$ cat src/rtl/ptw_pkg.sv
// Package: shared constants, types and helpers of the page table walker.
// Assumes: 4 KiB pages and a page number starting at entry bit 10.
package ptw_pkg;

    localparam int PAGE_SHIFT = 12;
    localparam int PPN_SHIFT  = 10;
    localparam int WORD_W     = 32;
    localparam int PTE_W      = 2 * WORD_W;

    // Entry flag positions that the walker decodes.
    localparam int FLAG_V = 0;
    localparam int FLAG_R = 1;
    localparam int FLAG_X = 3;

    typedef enum logic [1:0] {
        ACC_FETCH = 2'd0,
        ACC_LOAD  = 2'd1,
        ACC_STORE = 2'd2
    } acc_e;

    typedef enum logic [3:0] {
        ST_IDLE  = 4'd0,
        ST_CHECK = 4'd1,
        ST_RD_LO = 4'd2,
        ST_WT_LO = 4'd3,
        ST_RD_HI = 4'd4,
        ST_WT_HI = 4'd5,
        ST_EVAL  = 4'd6,
        ST_OK    = 4'd7,
        ST_FLT   = 4'd8
    } walk_st_e;

    localparam logic [3:0] CAUSE_FETCH = 4'd1;
    localparam logic [3:0] CAUSE_LOAD  = 4'd5;
    localparam logic [3:0] CAUSE_STORE = 4'd7;

    // Map the access kind onto its access-fault cause.
    function automatic logic [3:0] cause_of(input logic [1:0] acc);
        case (acc)
            ACC_FETCH: return CAUSE_FETCH;
            ACC_STORE: return CAUSE_STORE;
            default:   return CAUSE_LOAD;
        endcase
    endfunction

endpackage

$ cat src/rtl/ptw_addr_gen.sv
// Module: ptw_addr_gen
// Purely combinational. Checks that the upper virtual address bits are a
// sign extension of the translated range and forms the byte address of the
// table entry for the current level.
// Assumes: levels * idx_bits + PAGE_SHIFT fits an int; base is entry aligned.
module ptw_addr_gen
    import ptw_pkg::*;
#(
    parameter int XLEN  = 64,
    parameter int LVL_W = 3,
    parameter int IDX_W = 4
) (
    input  logic [XLEN-1:0]  vaddr,
    input  logic [LVL_W-1:0] levels,
    input  logic [LVL_W-1:0] level_cur,
    input  logic [IDX_W-1:0] idx_bits,
    input  logic             pte_wide,
    input  logic [XLEN-1:0]  base,
    output logic             canon_ok,
    output logic [XLEN-1:0]  pte_addr
);

    localparam logic [XLEN-1:0] ONE = XLEN'(1);

    int              vbits;
    int              shift;
    logic [XLEN-1:0] shifted;
    logic [XLEN-1:0] idx_mask;
    logic [XLEN-1:0] index;

    // Sign-extension check over the bits above the translated range.
    always_comb begin
        vbits    = PAGE_SHIFT + int'(levels) * int'(idx_bits);
        canon_ok = 1'b1;
        for (int b = 0; b < XLEN; b++) begin
            if ((b >= vbits - 1) && (vaddr[b] != vaddr[XLEN-1])) begin
                canon_ok = 1'b0;
            end
        end
    end

    // Index extraction and entry address for the level being walked.
    always_comb begin
        shift    = PAGE_SHIFT + int'(level_cur) * int'(idx_bits);
        shifted  = vaddr >> shift;
        idx_mask = (ONE << idx_bits) - ONE;
        index    = shifted & idx_mask;
        pte_addr = base + (pte_wide ? (index << 3) : (index << 2));
    end

endmodule

$ cat src/rtl/ptw_pte_decode.sv
// Module: ptw_pte_decode
// Purely combinational. Classifies a fetched table entry as invalid, leaf
// or pointer and derives the next table base and the leaf physical address.
// Assumes: XLEN <= PTE_W; leaf address uses the 4 KiB page offset only.
module ptw_pte_decode
    import ptw_pkg::*;
#(
    parameter int XLEN = 64
) (
    input  logic [PTE_W-1:0]      pte,
    input  logic [PAGE_SHIFT-1:0] page_off,
    output logic                  pte_valid,
    output logic                  pte_leaf,
    output logic [XLEN-1:0]       next_base,
    output logic [XLEN-1:0]       leaf_paddr
);

    logic [PTE_W-1:0] frame;

    // Flag decode: valid bit and leaf detection from read/execute flags.
    always_comb begin
        pte_valid = pte[FLAG_V];
        pte_leaf  = pte[FLAG_R] | pte[FLAG_X];
    end

    // Page frame address, shared by the pointer and the leaf outcome.
    always_comb begin
        frame      = (pte >> PPN_SHIFT) << PAGE_SHIFT;
        next_base  = frame[XLEN-1:0];
        leaf_paddr = next_base | {{(XLEN-PAGE_SHIFT){1'b0}}, page_off};
    end

endmodule

$ cat src/rtl/ptw_ctrl.sv
// Module: ptw_ctrl
// Walk sequencer. Latches a request while idle, runs the canonical check,
// issues one or two 32-bit reads per level, evaluates each entry and ends
// with a one-cycle done pulse (with fault on failure).
// Assumes: the memory port answers every request exactly once, in order.
module ptw_ctrl
    import ptw_pkg::*;
#(
    parameter int XLEN  = 64,
    parameter int LVL_W = 3,
    parameter int IDX_W = 4
) (
    input  logic             clk,
    input  logic             rst_n,
    input  logic             req_valid,
    input  logic [XLEN-1:0]  req_vaddr,
    input  logic [1:0]       req_acc,
    input  logic [LVL_W-1:0] req_levels,
    input  logic [IDX_W-1:0] req_idx_bits,
    input  logic             req_pte_wide,
    input  logic [XLEN-1:0]  req_root,
    // from address generator
    input  logic             canon_ok,
    input  logic [XLEN-1:0]  pte_addr,
    // from entry decoder
    input  logic             pte_valid,
    input  logic             pte_leaf,
    input  logic [XLEN-1:0]  next_base,
    input  logic [XLEN-1:0]  leaf_paddr,
    // memory response
    input  logic             mem_rsp_valid,
    input  logic             mem_rsp_err,
    input  logic [WORD_W-1:0] mem_rsp_data,
    // latched walk context
    output logic [XLEN-1:0]  va_q,
    output logic [LVL_W-1:0] lv_q,
    output logic [LVL_W-1:0] lvl_cur_q,
    output logic [IDX_W-1:0] ib_q,
    output logic             wide_q,
    output logic [XLEN-1:0]  base_q,
    output logic [PTE_W-1:0] pte_q,
    // block outputs
    output logic             busy,
    output logic             mem_req,
    output logic [XLEN-1:0]  mem_addr,
    output logic             done,
    output logic             fault,
    output logic [3:0]       fault_cause,
    output logic [XLEN-1:0]  paddr
);

    walk_st_e   st_q, st_d;
    logic [1:0] acc_q;

    // Next-state decision for the walk sequence.
    always_comb begin
        st_d = st_q;
        case (st_q)
            ST_IDLE:  if (req_valid) st_d = ST_CHECK;
            ST_CHECK: begin
                if (lv_q == '0)     st_d = ST_OK;
                else if (!canon_ok) st_d = ST_FLT;
                else                st_d = ST_RD_LO;
            end
            ST_RD_LO: st_d = ST_WT_LO;
            ST_WT_LO: begin
                if (mem_rsp_valid) begin
                    if (mem_rsp_err) st_d = ST_FLT;
                    else if (wide_q) st_d = ST_RD_HI;
                    else             st_d = ST_EVAL;
                end
            end
            ST_RD_HI: st_d = ST_WT_HI;
            ST_WT_HI: begin
                if (mem_rsp_valid) st_d = mem_rsp_err ? ST_FLT : ST_EVAL;
            end
            ST_EVAL: begin
                if (!pte_valid)            st_d = ST_FLT;
                else if (pte_leaf)         st_d = ST_OK;
                else if (lvl_cur_q == '0)  st_d = ST_FLT;
                else                       st_d = ST_RD_LO;
            end
            ST_OK:    st_d = ST_IDLE;
            ST_FLT:   st_d = ST_IDLE;
            default:  st_d = ST_IDLE;
        endcase
    end

    // State register.
    always_ff @(posedge clk) begin
        if (!rst_n) st_q <= ST_IDLE;
        else        st_q <= st_d;
    end

    // Walk context: request capture, level stepping, entry assembly, result.
    always_ff @(posedge clk) begin
        if (!rst_n) begin
            va_q      <= '0;
            acc_q     <= '0;
            lv_q      <= '0;
            ib_q      <= '0;
            wide_q    <= 1'b0;
            lvl_cur_q <= '0;
            base_q    <= '0;
            pte_q     <= '0;
            paddr     <= '0;
        end else begin
            case (st_q)
                ST_IDLE: begin
                    if (req_valid) begin
                        va_q      <= req_vaddr;
                        acc_q     <= req_acc;
                        lv_q      <= req_levels;
                        ib_q      <= req_idx_bits;
                        wide_q    <= req_pte_wide;
                        base_q    <= req_root;
                        lvl_cur_q <= req_levels - 1'b1;
                    end
                end
                ST_CHECK: begin
                    if (lv_q == '0) paddr <= va_q;
                end
                ST_WT_LO: begin
                    if (mem_rsp_valid && !mem_rsp_err) begin
                        pte_q <= {{WORD_W{1'b0}}, mem_rsp_data};
                    end
                end
                ST_WT_HI: begin
                    if (mem_rsp_valid && !mem_rsp_err) begin
                        pte_q[PTE_W-1:WORD_W] <= mem_rsp_data;
                    end
                end
                ST_EVAL: begin
                    if (pte_valid && pte_leaf) begin
                        paddr <= leaf_paddr;
                    end else if (pte_valid && (lvl_cur_q != '0)) begin
                        base_q    <= next_base;
                        lvl_cur_q <= lvl_cur_q - 1'b1;
                    end
                end
                default: ;
            endcase
        end
    end

    // Port-facing outputs decoded from the state.
    always_comb begin
        busy        = (st_q != ST_IDLE);
        mem_req     = (st_q == ST_RD_LO) || (st_q == ST_RD_HI);
        mem_addr    = (st_q == ST_RD_HI) ? (pte_addr + XLEN'(4)) : pte_addr;
        done        = (st_q == ST_OK) || (st_q == ST_FLT);
        fault       = (st_q == ST_FLT);
        fault_cause = cause_of(acc_q);
    end

    // ---------------- assertions ----------------
    // a walk with translation off never reaches the memory port.
    a_r1_bare_no_read: assert property (@(posedge clk) disable iff (!rst_n)
        mem_req |-> (lv_q != '0));

    // every read belongs to a level inside the scheme.
    a_r3_level_in_range: assert property (@(posedge clk) disable iff (!rst_n)
        mem_req |-> (lvl_cur_q < lv_q));

    // a read request is never issued back to back (one outstanding).
    a_r4_single_outstanding: assert property (@(posedge clk) disable iff (!rst_n)
        mem_req |=> !mem_req);

    // a fault always carries one of the three access-fault causes.
    a_r6_cause_legal: assert property (@(posedge clk) disable iff (!rst_n)
        fault |-> (fault_cause == CAUSE_FETCH || fault_cause == CAUSE_LOAD ||
                   fault_cause == CAUSE_STORE));

    // done is a single-cycle pulse and fault never stands alone.
    a_r9_done_single: assert property (@(posedge clk) disable iff (!rst_n)
        done |=> !done);
    a_r9_fault_with_done: assert property (@(posedge clk) disable iff (!rst_n)
        fault |-> done);

    // the captured request cannot change while a walk is running.
    a_r10_ctx_stable: assert property (@(posedge clk) disable iff (!rst_n)
        (busy && $past(busy)) |-> ($stable(va_q) && $stable(lv_q)));
    a_r10_req_while_busy: assert property (@(posedge clk) disable iff (!rst_n)
        mem_req |-> busy);

endmodule

$ cat src/rtl/ptw_walker.sv
// Module: ptw_walker (top)
// Sequential multi-level page table walker: sequencer plus address
// generator plus entry decoder. See doc/BRIEF.md for the port contract.
// Assumes: XLEN <= 64, LVL_W wide enough for MAX_LEVELS.
module ptw_walker
    import ptw_pkg::*;
#(
    parameter int XLEN       = 64,
    parameter int MAX_LEVELS = 6,
    parameter int IDX_W      = 4,
    parameter int LVL_W      = $clog2(MAX_LEVELS + 1)
) (
    input  logic              clk,
    input  logic              rst_n,
    input  logic              req_valid,
    input  logic [XLEN-1:0]   req_vaddr,
    input  logic [1:0]        req_acc,
    input  logic [LVL_W-1:0]  req_levels,
    input  logic [IDX_W-1:0]  req_idx_bits,
    input  logic              req_pte_wide,
    input  logic [XLEN-1:0]   req_root,
    output logic              busy,
    output logic              mem_req,
    output logic [XLEN-1:0]   mem_addr,
    input  logic              mem_rsp_valid,
    input  logic              mem_rsp_err,
    input  logic [WORD_W-1:0] mem_rsp_data,
    output logic              done,
    output logic              fault,
    output logic [3:0]        fault_cause,
    output logic [XLEN-1:0]   paddr
);

    logic [XLEN-1:0]  va_q;
    logic [LVL_W-1:0] lv_q;
    logic [LVL_W-1:0] lvl_cur_q;
    logic [IDX_W-1:0] ib_q;
    logic             wide_q;
    logic [XLEN-1:0]  base_q;
    logic [PTE_W-1:0] pte_q;
    logic             canon_ok;
    logic [XLEN-1:0]  pte_addr;
    logic             pte_valid;
    logic             pte_leaf;
    logic [XLEN-1:0]  next_base;
    logic [XLEN-1:0]  leaf_paddr;

    ptw_ctrl #(.XLEN(XLEN), .LVL_W(LVL_W), .IDX_W(IDX_W)) ctrl_i (
        .clk          (clk),
        .rst_n        (rst_n),
        .req_valid    (req_valid),
        .req_vaddr    (req_vaddr),
        .req_acc      (req_acc),
        .req_levels   (req_levels),
        .req_idx_bits (req_idx_bits),
        .req_pte_wide (req_pte_wide),
        .req_root     (req_root),
        .canon_ok     (canon_ok),
        .pte_addr     (pte_addr),
        .pte_valid    (pte_valid),
        .pte_leaf     (pte_leaf),
        .next_base    (next_base),
        .leaf_paddr   (leaf_paddr),
        .mem_rsp_valid(mem_rsp_valid),
        .mem_rsp_err  (mem_rsp_err),
        .mem_rsp_data (mem_rsp_data),
        .va_q         (va_q),
        .lv_q         (lv_q),
        .lvl_cur_q    (lvl_cur_q),
        .ib_q         (ib_q),
        .wide_q       (wide_q),
        .base_q       (base_q),
        .pte_q        (pte_q),
        .busy         (busy),
        .mem_req      (mem_req),
        .mem_addr     (mem_addr),
        .done         (done),
        .fault        (fault),
        .fault_cause  (fault_cause),
        .paddr        (paddr)
    );

    ptw_addr_gen #(.XLEN(XLEN), .LVL_W(LVL_W), .IDX_W(IDX_W)) addr_i (
        .vaddr    (va_q),
        .levels   (lv_q),
        .level_cur(lvl_cur_q),
        .idx_bits (ib_q),
        .pte_wide (wide_q),
        .base     (base_q),
        .canon_ok (canon_ok),
        .pte_addr (pte_addr)
    );

    ptw_pte_decode #(.XLEN(XLEN)) dec_i (
        .pte       (pte_q),
        .page_off  (va_q[PAGE_SHIFT-1:0]),
        .pte_valid (pte_valid),
        .pte_leaf  (pte_leaf),
        .next_base (next_base),
        .leaf_paddr(leaf_paddr)
    );

endmodule

$ cat config.mk
export PLATFORM = sky130hd
export DESIGN_NAME = ptw_walker
export DESIGN_NICKNAME = d
export VERILOG_FILES = /design/src/rtl/ptw_pkg.sv /design/src/rtl/ptw_addr_gen.sv /design/src/rtl/ptw_pte_decode.sv /design/src/rtl/ptw_ctrl.sv /design/src/rtl/ptw_walker.sv
export SDC_FILE = /design/constraint.sdc
export NUM_CORES = 1
export LEC_CHECK = 0
export BUFFER_PORTS_ARGS = -buffer_cell sky130_fd_sc_hd__buf_2
export CAP_MARGIN = 30
export CORE_MARGIN = 3
export CORE_UTILIZATION = 59
export CTS_BUF_LIST = sky130_fd_sc_hd__clkbuf_16
export CTS_CLUSTER_SIZE = 20
export DETAILED_ROUTE_END_ITERATION = 16
export PLACE_DENSITY = 0.92
export SLEW_MARGIN = 20
export SYNTH_ARGS = -nofsm -noshare
export SYNTH_HDL_FRONTEND = slang
export SYNTH_HIERARCHICAL = 1
export SYNTH_SLANG_ARGS = --single-unit
$ cat constraint.sdc
create_clock -name clk -period 10.1 [get_ports clk]
set_clock_uncertainty 0.15 [all_clocks]
set_input_delay 1.515 -clock clk [delete_from_list [all_inputs] [get_ports clk]]
set_output_delay 1.515 -clock clk [all_outputs]
set_load 0.02 [all_outputs]
==> metrics, run 1 <==
status finished clean; final net count 3094; hold slack ~0.32 ns; crit path max fanout 13; Std-Cell Rows 69; synth warn 6; critical path class register to output port; initial drt markers about 2500; combinational power share around 54%; Die X a little under 200 µm; Final Max Slew Viols 0; Internal between 3000 and 4000 µW; layout cells sized above 1 between 15 and 20%; CTS buffer count 27; GP Congestion ~1.1; maxcap violations 0; Overall Power about 6200 µW; clock sink count between 200 and 300; first-pass GRT wire length between 100000 and 150000 µm; Root Buffer clkbuf_16; clk_lat worst skew around 0.58 ns; DIE AREA about 39000 µm²; CTS tree yes; port bufs approximately 310; Max VDD drop 179 µV; Worst Path Required 8.44 ns; placed cell count between 3000 and 4000; Max Root-Sink Buffers 3; synthesized area per cell just under 8 µm²; initial antenna violation count 7; number of I/O pins between 300 and 400; Clk pwr share 17.2%; Pre-Repair DR Iteration Count 6; WL/cell 23.1 µm; # hold bufs at CTS 0; vias in the first global route ~21000; Sw Share 48.6%; DR DRC count 0; LEAKAGE between 0.009 and 0.01 µW; Die Height 197 µm; Tcrit/Tclk final between 90 and 100%; CP max stage cell fa_1; area delta synth->final 9.64%; Final Hold Fails 0; largest net degree at the start of global routing roughly 190; max incr delay on CP between 0.5 and 0.6 ns; remaining antenna violation count after routing 0; Switch Pwr between 3000 and 4000 µW; Flop pwr share about 28%; CTS clock-pin slew for the worst setup and hold paths 0.07 ns; Slew Limit Headroom between 30% and 40%; critical path arrival just over 8 ns; Final min period approximately 9.8 ns; synthesized cell area 21500 µm²; Initial Utilization roughly 60%; H-tree depth 1; crit end category output port; final core utilization 66.1%; final non-filler cell total around 3300; Setup violations, final 0; RSZ-0062 raised after global routing yes; via count between 20000 and 25000; Core ar. between 30000 and 40000 µm²; Hold Path Class register to register; crit path launch type register; Via density ~6.6; DP HPWL 58500 µm; cell count after synthesis 2746; grt ovf 0; Slew @ Worst Pin about 1 ns; gr usage total 37.5%; highest clock rate between 100 and 150 MHz; Cell Pwr Density 263 nW/µm²; Detailed Route WL a little under 80000 µm
[stage by stage]
step,setup slack [ns],setup TNS [ns],instance area (µm²)
finish,0.292,0,23600
global route,-0.0358,-0.0510,23600
CTS,0.0121,0,23300
detailed placement,0.520,0,22400
global placement,0.644,0,22400
floorplan,0.629,0,21600
[state kept, by name, indices dropped and copies added, names as in the netlist]
name,count
ctrl_i/base_q,64
ctrl_i/paddr,64
ctrl_i/va_q,64
ctrl_i/pte_q,55
ctrl_i/ib_q,4
ctrl_i/st_q,4
ctrl_i/lv_q,3
ctrl_i/lvl_cur_q,3
ctrl_i/acc_q,2
ctrl_i/wide_q,1
[layer usage]
layer | vias to the layer above | track usage, % | part of all wire, %
met3 | 335 | 5.65 | 11
met1 | 10200 | 49.4 | 38
met2 | 1443 | 59.2 | 44
met4 | 0 | 21.1 | 6.9
met5 | - | 0 | 0
li1 | 9988 | - | -
[worst max-delay path, delay by kind of cell (launching register included)]
kind	cells	cell delay (ns)
XOR/XNOR	3	0.61
AND/OR/NAND/NOR	9	2.40
AO/OA/AOI/OAI	9	1.95
multiplexers	2	0.34
adder cells (fa/ha/maj)	4	1.50
buffers and inverters	2	0.37
flip-flops	1	0.39
[cell type report]
cell class / instances / area, µm²
Clock inverter: 23 / 260
Multi-Input combinational cell: 2131 / 14600
Clock buffer: 27 / 676
Tap cell: 461 / 577
Sequential cell: 264 / 5290
Antenna cell: 10 / 25.0
Fill cell: 2960 / 12100
Inverter: 52 / 203
Timing Repair Buffer: 363 / 1990
[worst paths after layout]
path                                 startpoint               to  slack [ns]  cells past startpoint
worst max-delay path             ctrl_i/ib_q[0]     mem_addr[60]        0.29                     29
worst min-delay path            ctrl_i/pte_q[3]  ctrl_i/pte_q[3]        0.32                      2
worst max register to register   ctrl_i/ib_q[0]   ctrl_i/st_q[1]        4.38                     18
worst min register to register  ctrl_i/pte_q[3]  ctrl_i/pte_q[3]        0.32                      2
[power groups by stage]
| stage | combinational [µW] | clock [µW] | sequential, µW |
|---|---|---|---|
| detailed placement | 3260 | 0 | 1750 |
| finish | 3370 | 1070 | 1760 |
| CTS | 3280 | 1080 | 1730 |
| global route | 3640 | 1110 | 1780 |
| global placement | 3180 | 0 | 1730 |
| floorplan | 2300 | 0 | 1720 |
[cells in the final DEF (no fill, tap or decap), types with 8 or more instances in the layout]
| cell | instances |
|---|---|
| xor2_1 | 58 |
| clkbuf_16 | 27 |
| buf_2 | 308 |
| mux4_2 | 38 |
| buf_4 | 50 |
| nor3_1 | 41 |
| o21ai_0 | 66 |
| nand3_1 | 53 |
| nor4_1 | 16 |
| o21a_1 | 13 |
| o21bai_1 | 9 |
| nor2_1 | 275 |
| and2_1 | 34 |
| inv_1 | 49 |
| and3_1 | 25 |
| a31oi_1 | 15 |
| nand2b_1 | 14 |
| o221ai_1 | 8 |
| dfxtp_1 | 259 |
| xnor2_1 | 76 |
| or3_1 | 11 |
| a22oi_1 | 37 |
| conb_1 | 30 |
| nand4_1 | 43 |
| a211oi_1 | 178 |
| o22ai_1 | 18 |
| diode_2 | 10 |
| mux2i_1 | 213 |
| a21oi_1 | 209 |
| nand2_1 | 342 |
| a21o_1 | 35 |
| ha_1 | 71 |
| nor2b_1 | 19 |
[timing repair]
action,4_1_cts,5_1_grt
setup endpoints to repair,9,39
buffers inserted,0,2
pin swaps,0,3
gates cloned,0,0
resized for setup,4,33
hold endpoints to repair,0,0
Note: power is estimated with default switching activity, not from simulation.
==> inputs of run 2 (changes only) <==
Settings changed: MAX_ROUTING_LAYER set to met4.
==> run 2 against run 1 <==
Clock power is essentially flat; worst hold slack improved by 0.00081 ns; final cell count grew 0.78%; sequential cell count unchanged; first-iteration DRC count increased by 2.8%; critical endpoint is now mem_addr[58]; largest cell class unchanged.
==> metrics, run 2 (same netlist as run 1, synthesis figures left out) <==
status finished clean; Detailed Route WL 79900 µm (+3.9%); CTS tree yes; clk_lat worst skew 0.59 ns (about the same); CTS clock-pin slew for the worst setup and hold paths 0.06 ns (about the same); metal3 WL 7840 µm (-6.8%); Hold Path Class register to register; gr usage total 40.3% (+2.8 points); DR DRC count 0 (unchanged); WL/cell 23.8 µm (+3.1%); DP HPWL 61100 µm (+4.6%); Setup violations, final 0 (unchanged); Flop pwr share 28.2% (-0.2 points); commonest non-fill, non-tap cell in the layout nand2_1; Final min period 9.75 ns (-0.0552 ns); Std-Cell Rows 69 (unchanged); crit path max fanout 30 (+17); layout cells sized above 1 18.2% (+0.26 points); clock sink count 264 (unchanged); via count 22100 (+0.27%); H-tree depth 1 (unchanged); Pre-Repair DR Iteration Count 6 (unchanged); LEAKAGE 0.00957 µW (+1.0%); WL met1 31200 µm (+5.7%); remaining antenna violation count after routing 0 (unchanged); routed wl met2 35600 µm (+5.7%); final core utilization 66.4% (+0.34 points); initial drt markers 2594 (+2.8%); Switch Pwr 3040 µW (+0.98%); final net count 3118 (+0.78%); number of I/O pins 311 (unchanged); largest net degree at the start of global routing 155 (-18%); DR top layer met4; critical path class register to output port; Final Max Slew Viols 0 (unchanged); DIE AREA 38800 µm² (unchanged); area occupied by multi-input gates 14500 µm² (-0.39%); highest clock rate 103 MHz (+0.57%); fillcell total 2985 (+0.84%); first-pass GRT wire length 120000 µm (+3.1%); Tcrit/Tclk final 96.6% (-0.55 points); Slew Limit Headroom 29.2% (-3.8 points); crit path launch type register; most frequent cells in the layout nand2_1, buf_2, nor2_1, dfxtp_1, mux2i_1; Sw Share 48.8% (+0.26 points); Final Hold Fails 0 (unchanged); Storage cell area 5290 µm² (unchanged); critical path arrival 8.09 ns (-0.05 ns); Largest regs ctrl_i/base_q (64), ctrl_i/paddr (64), ctrl_i/va_q (64); Max VDD drop 189 µV (+5.8%); grt ovf 0 (unchanged); crit end category output port; port bufs 308 (unchanged); Core ar. 35700 µm² (unchanged); combinational power share 55.1% (+0.7 points); Root Buffer clkbuf_16; Final Cell Area 23700 µm² (+0.51%); Cell Pwr Density 263 nW/µm² (about the same); area delta synth->final 10.2%; Worst Path Required 8.44 ns (about the same); # hold bufs at CTS 0 (unchanged); Max Root-Sink Buffers 3 (unchanged); Via density 6.57 (-0.50%); GP Congestion 1.09 (+1.8%); Cell Area, Placed 22600 µm² (+1.1%); Clk pwr share 16.7% (-0.5 points); initial antenna violation count 10 (+3); Slew @ Worst Pin 1.06 ns (+0.0634 ns); Initial Utilization 60.2% (unchanged); CTS buffer count 28 (+3.7%); vias in the first global route 20700 (+0.087%); Die Height 197 µm (unchanged); Internal 3190 µW (about the same); Die X 197 µm (unchanged); maxcap violations 0 (unchanged)
run 2: worst paths after layout:
kind	slack, ns	to	cells past startpoint	startpoint
worst min-delay path	0.32	ctrl_i/pte_q[3]	2	ctrl_i/pte_q[3]
worst max register to register	4.05	ctrl_i/st_q[1]	18	ctrl_i/ib_q[0]
worst min register to register	0.32	ctrl_i/pte_q[3]	2	ctrl_i/pte_q[3]
worst max-delay path	0.35	mem_addr[58]	27	ctrl_i/ib_q[0]
run 2: cell type report:
| type | instances | share of cell area, % |
|---|---|---|
| multi-input cells | 2131 | 61.2 |
| flip-flops and latches | 264 | 22.3 |
| repair buffers | 386 | 9.18 |
| clock buffers | 28 | 2.95 |
| well taps | 461 | 2.43 |
| clock inverters | 24 | 0.928 |
| inverters | 52 | 0.854 |
| diodes | 11 | 0.116 |
run 2: per-stage QoR:
stage                     setup WS, ns  total power, µW  hold WS [ns]  TNS, ns  instances
after floorplan                  0.629             4020         0.281        0       2772
after global placement           0.612             5000         0.287        0       3290
after detailed placement         0.327             5080         0.300        0       3292
after CTS                       0.0979             6130         0.313        0       3344
after global routing           -0.0960             6580         0.360   -0.491       3355
final                            0.347             6230         0.318        0       3357
run 2: layer usage:
layer	track usage, %	up-vias
li1	-	10000
met1	51.1	10300
met2	62.3	1410
met3	6.07	306
met4	21.8	0
met5	-	-
run 2: timing repair:
action | CTS | global route
buffers inserted | 0 | 1
pin swaps | 0 | 7
gates resized for setup | 5 | 23
endpoints found under the setup margin | 18 | 30
run 2: power by group through the flow:
stage / registers [µW] / logic, µW / clock network [µW]
2_1_floorplan: 1720 / 2300 / 0
3_3_place_gp: 1730 / 3270 / 0
3_5_place_dp: 1750 / 3330 / 0
4_1_cts: 1730 / 3360 / 1040
5_1_grt: 1770 / 3720 / 1090
6_report: 1750 / 3430 / 1040
run 2: worst max-delay path, stage by stage, from the launching register on:
cell and delay (ns):
dfxtp_4 0.40, and2_1 0.19, fa_1 0.52, ha_4 0.20, fa_2 0.58, buf_4 0.32, buf_4 0.25, a211oi_1 0.07
a21oi_1 0.16, a21oi_1 0.10, or3_1 0.36, mux2i_1 0.19, ha_1 0.33, a21o_1 0.23, a31o_2 0.24, nor2_1 0.20
o21ai_0 0.23, a21oi_1 0.28, o21ai_0 0.17, a21o_1 0.22, a21oi_1 0.17, xnor2_1 0.19, nand3_1 0.32, nor4_2 0.59
nand4_1 0.32, nor4_1 0.32, xnor2_1 0.15, buf_2 0.18
